--- src/rtl/clk_prescale_gate.sv ---
module clk_prescale_gate #(
  parameter int SEL_W           = 4,
  parameter int MAX_EXP         = 8,
  parameter int QUAL_CYCLES     = 512,
  parameter int DEGLITCH_CYCLES = 20
) (
  input  logic             clk,
  input  logic             rst_n,
  input  logic [SEL_W-1:0] prescale,
  input  logic             oe,
  input  logic             pdn,
  output logic             clk_out,
  output logic             ready
);

  localparam int HC_W = (MAX_EXP > 0) ? MAX_EXP + 1 : 2;
  localparam int XW   = $clog2(MAX_EXP + 1) + 1;
  localparam int QW   = $clog2(QUAL_CYCLES + 1);
  localparam int PW   = $clog2(DEGLITCH_CYCLES + (4 << MAX_EXP) + 1) + 1;

  logic [HC_W-1:0] hc;
  logic [XW-1:0]   xs;
  logic [QW-1:0]   qcnt;
  logic [PW-1:0]   pcnt;
  logic            div_ph, gate, pd_active;

  wire [XW-1:0]   sel_c  = (prescale > SEL_W'(MAX_EXP)) ? XW'(MAX_EXP) : XW'(prescale);
  wire [HC_W-1:0] last   = (HC_W'(1) << xs) - HC_W'(1);
  wire [PW-1:0]   thr    = PW'(DEGLITCH_CYCLES) + (PW'(4) << xs);
  wire            pd_hit = pdn && !pd_active && (pcnt == thr - PW'(1));
  wire            en_req = oe && ready && !pd_active;

  assign clk_out = div_ph;

  always_ff @(posedge clk or negedge rst_n) begin
    if (!rst_n) begin
      qcnt  <= '0;
      ready <= 1'b0;
    end else if (pd_active) begin
      qcnt  <= '0;
      ready <= 1'b0;
    end else if (!ready) begin
      qcnt <= qcnt + QW'(1);
      if (qcnt == QW'(QUAL_CYCLES - 1)) ready <= 1'b1;
    end
  end

  always_ff @(posedge clk or negedge rst_n) begin
    if (!rst_n) begin
      pcnt      <= '0;
      pd_active <= 1'b0;
    end else if (!pdn) begin
      pcnt      <= '0;
      pd_active <= 1'b0;
    end else if (!pd_active) begin
      if (pd_hit) begin
        pd_active <= 1'b1;
        pcnt      <= '0;
      end else begin
        pcnt <= pcnt + PW'(1);
      end
    end
  end

  always_ff @(posedge clk or negedge rst_n) begin
    if (!rst_n) begin
      hc     <= '0;
      div_ph <= 1'b0;
      gate   <= 1'b0;
      xs     <= '0;
    end else if (pd_hit || pd_active) begin
      hc     <= '0;
      div_ph <= 1'b0;
      gate   <= 1'b0;
      xs     <= sel_c;
    end else if (!gate) begin
      hc     <= '0;
      div_ph <= 1'b0;
      xs     <= sel_c;
      gate   <= en_req;
    end else if (hc == last) begin
      hc     <= '0;
      div_ph <= ~div_ph;
      if (div_ph) begin
        xs <= sel_c;
        if (!en_req) gate <= 1'b0;
      end
    end else begin
      hc <= hc + HC_W'(1);
    end
  end

  logic [HC_W:0] hi_run;
  always_ff @(posedge clk or negedge rst_n) begin
    if (!rst_n)       hi_run <= '0;
    else if (clk_out) hi_run <= hi_run + (HC_W+1)'(1);
    else              hi_run <= '0;
  end

  assert_clamp_R4: assert property (@(posedge clk) disable iff (!rst_n)
    xs <= XW'(MAX_EXP));

  assert_quiet_unready_R2: assert property (@(posedge clk) disable iff (!rst_n)
    !ready |-> !clk_out);

  assert_start_low_R5: assert property (@(posedge clk) disable iff (!rst_n)
    $rose(gate) |-> !clk_out);

  assert_full_high_R6: assert property (@(posedge clk) disable iff (!rst_n)
    ($fell(clk_out) && !pd_active) |-> (hi_run == ((HC_W+1)'(1) << $past(xs))));

  assert_pd_silent_R8: assert property (@(posedge clk) disable iff (!rst_n)
    pd_active |-> !clk_out);

  assert_pd_unready_R9: assert property (@(posedge clk) disable iff (!rst_n)
    $rose(pd_active) |=> !ready);

endmodule

--- config.mk ---
export PLATFORM = sky130hd
export DESIGN_NAME = clk_prescale_gate
export DESIGN_NICKNAME = d
export VERILOG_FILES = /design/src/rtl/clk_prescale_gate.sv
export SDC_FILE = /design/constraint.sdc
export NUM_CORES = 1
export LEC_CHECK = 0
export BUFFER_PORTS_ARGS = -buffer_cell sky130_fd_sc_hd__buf_2
export CAP_MARGIN = 20
export CORE_UTILIZATION = 56
export CTS_BUF_LIST = sky130_fd_sc_hd__clkbuf_16
export DETAILED_ROUTE_END_ITERATION = 8
export PLACE_DENSITY = 0.75
export SLEW_MARGIN = 20
export SYNTH_ARGS = -nofsm -noshare
export SYNTH_HDL_FRONTEND = slang
export SYNTH_SLANG_ARGS = --single-unit
--- constraint.sdc ---
create_clock -name clk -period 2.97 [get_ports clk]
set_input_delay 0.4455 -clock clk [delete_from_list [all_inputs] [get_ports clk]]
set_output_delay 0.4455 -clock clk [all_outputs]
set_load 0.01 [all_outputs]
==> metrics.txt <==
outcome finished clean; GRT Overall Usage 23.97%; top cells by area, synth dfrtp_1 39%, xnor2_1 4.9%, xor2_1 4.2%; Final Hold Viols 0; initial antenna violation count 0; Psw 0.2697 mW; grt total ovfl 0; Comb pwr share 5.8%; crit end category flip-flop; clock buffer count from CTS 5; Yosys top cell by area dfrtp_1; synthesized area 2490 um^2; vias in the first global route 1,832; sequential share of power 49.4%; Die X 68.68 um; count of max-cap constraint violations 0; PortBufs 9; Post-synth ARST share 100.0%; Die Y 68.68 um; Hold WC Path Type in2async; routed length on met3 216 um; relative slew slack 43.96%; Leak 1.261 nW; via count 1,974; Clock Latency Late Sink 0.28 ns; final setup fails 0; WP data arrival 3.09 ns; FP Rows 23; total power density per cell area 407.7 nW/um^2; Layout area overhead 13.67%; number of flops mapped to enable cells by yosys 0; Max Buffers Root-to-Sink 2; Synth Register Bits 39; largest net degree at the start of global routing 40; met2 WL 2321 um; Ports 10; Final #Nets 296; Setup Skew 0.004495 ns; detailed-route DRC error count 0; multi-input logic area 1448 um^2; Worst EP required 3.14 ns; CTS root buffer clkbuf_16; Max Clk Rate 342.7 MHz; Switching Fraction 23.37%; Post-Syn Area per Cell 9.360 um^2; hpwl dp 3449 um; internal power 0.8842 mW; layout cells sized above 1 17.73%; H-Tree Depth 2; wire per inst 15.31 um; Pins Over Slew Limit 0; final worst-path cycle share 98.26%; post-route ant nets 0; Syn. warnings 0; clk slew on worst S/H paths 0.06 ns; sequential share of the synthesized area 39.20%; WS Path Type reg2reg; Mapped Cells 266; Slew @ Worst Pin 0.8406 ns; CTS tree yes; Hold-fix buffers, CTS 0; final wirelength 5083 um; antenna cells 0; GPL Wtd Cong 0.8920; Fill cells 334; Syn Nets 280; first-pass GRT wire length 8231 um; Initial Utilization 60.08%; Core ar. 4144 um^2; register area 975.9 um^2; post-route minimum period 2.918 ns; Synth top area share 39.20%; CP startpoint kind flip-flop; Synth Flop Type dfrtp_1; maximum vdd drop 303.8 uV; CP max FO 4; clock sink count 39; overall power 1.154 mW; Cell variety after synth 50; final hold slack 0.2648 ns; Clk network pwr share 44.7%; Vias per Instance 5.946; DRT Pass-1 Iters 4; highest metal used met4; die area 4717 um^2; WL met1 2466 um; initial DRC count 152; RSZ-0062 raised after global routing yes
## synthesized netlist by cell type, drive strengths merged, types with 2 or more instances
library cell and instances:
nor3 4, and3 6, nor2b 10, o21ai 7
o2111ai 2, nor2 26, o221ai 2, and2 2
inv 11, nor3b 2, xor2 12, or3b 3
mux2 4, nor4b 3, a221o 2, nand4b 2
ha 6, a21oi 16, xnor2 14, a22o 6
o21a 2, and4 2, nand2 17, buf 8
nand3 10, nand4 2, a211oi 3, clkbuf 8
dfrtp 39, a31oi 8, mux2i 3, nand2b 9
or3 4, nand3b 2, nor4 2, o311a 2
## cell families after synthesis
group,count (synthesis),share of synthesized area [%]
xor gates and xnor gates,26,9.146
adders and majority gates,6,3.015
AOI/OAI and AO/OA,53,15.58
muxes,7,3.467
DFF,39,39.20
buffers and inverters,27,4.623
and+or+nand+nor,108,24.98
## cells in the final DEF, fill, tap and decap left out, types with 3 or more instances in the layout
master and instances:
or3_1 4, a22o_1 6, nor2_1 26, a31oi_1 8, a21oi_1 16, buf_2 9, nand2_1 17, ha_1 5
dfrtp_1 39, mux2_4 3, and3_1 6, o21ai_0 6, mux2i_1 3, xnor2_1 13, xor2_1 12, nor3_1 3
nor2b_1 9, nand2b_1 8, nand3_1 10, clkbuf_16 5, buf_4 16, inv_1 11, or3b_1 3
## worst paths after layout
check / from / to / slack (ns) / depth (start not counted)
worst max register to register: xs[0]$_DFFE_PN0P_ / xs[0]$_DFFE_PN0P_ / 0.05 / 10
min in group clk: prescale[2] / xs[2]$_DFFE_PN0P_ / 0.42 / 3
worst min-delay path: rst_n / pcnt[7]$_DFFE_PN0P_ / 0.26 / 1
worst min register to register: pcnt[1]$_DFFE_PN0P_ / pcnt[1]$_DFFE_PN0P_ / 0.53 / 1
worst max-delay path: xs[0]$_DFFE_PN0P_ / xs[0]$_DFFE_PN0P_ / 0.05 / 10
max in group asynchronous: rst_n / xs[1]$_DFFE_PN0P_ / 2.18 / 1
## critical path, cell delays in order, from the launching register on
cell,delay (ns)
dfrtp_1,0.38
or4b_4,0.57
ha_4,0.29
xnor2_2,0.10
o311a_1,0.19
o2111ai_2,0.13
a2111oi_4,0.37
buf_4,0.19
a211oi_4,0.07
a21boi_4,0.20
mux2_4,0.31
## metrics by stage
| step | setup WS [ns] | TNS [ns] | instances | instance area [um^2] | util (%) |
|---|---|---|---|---|---|
| after detailed placement | -0.1207 | -0.2516 | 318 | 2591 | 62.53 |
| after global placement | 0.001450 | 0 | 318 | 2591 | 62.53 |
| after floorplan | 0.01144 | 0 | 266 | 2490 | - |
| final | 0.05164 | 0 | 332 | 2830 | 68.30 |
| after CTS | 0.0007303 | 0 | 326 | 2743 | 66.18 |
| after global routing | -0.05051 | -0.1840 | 332 | 2830 | 68.30 |
## layout make-up
class	instances	share of cell area, %
Clock inverter	2	0.4421
Timing Repair Buffer	25	5.836
Inverter	11	1.459
Sequential cell	39	34.48
Clock buffer	5	4.421
Multi-Input combinational cell	200	51.15
Tap cell	50	2.210
## flip-flops by register name (all words and copies together), names as in the netlist
register and count:
pcnt 12, qcnt 10, hc 9, xs 4
clk_out 1, gate 1, pd_active 1, ready 1
## power by group through the flow
stage	clock network (mW)	logic [mW]	registers (mW)
6_report	0.516	0.0673	0.570
5_1_grt	0.537	0.0781	0.574
3_3_place_gp	0	0.0609	0.577
2_1_floorplan	0	0.0409	0.571
3_5_place_dp	0	0.0613	0.579
4_1_cts	0.524	0.0620	0.569
## routing by layer
layer / track usage (%) / vias to the layer above
li1: - / 970
met4: 8.854 / 0
met1: 30.54 / 951
met3: 6.086 / 8
met2: 39.09 / 45
met5: 0 / -
## repair_timing
item	in CTS	in global routing
pin swaps	1	6
setup buffers	1	7
endpoints found under the setup margin	10	15
gates resized for setup	1	7
Power figures use the tool's default switching activity.
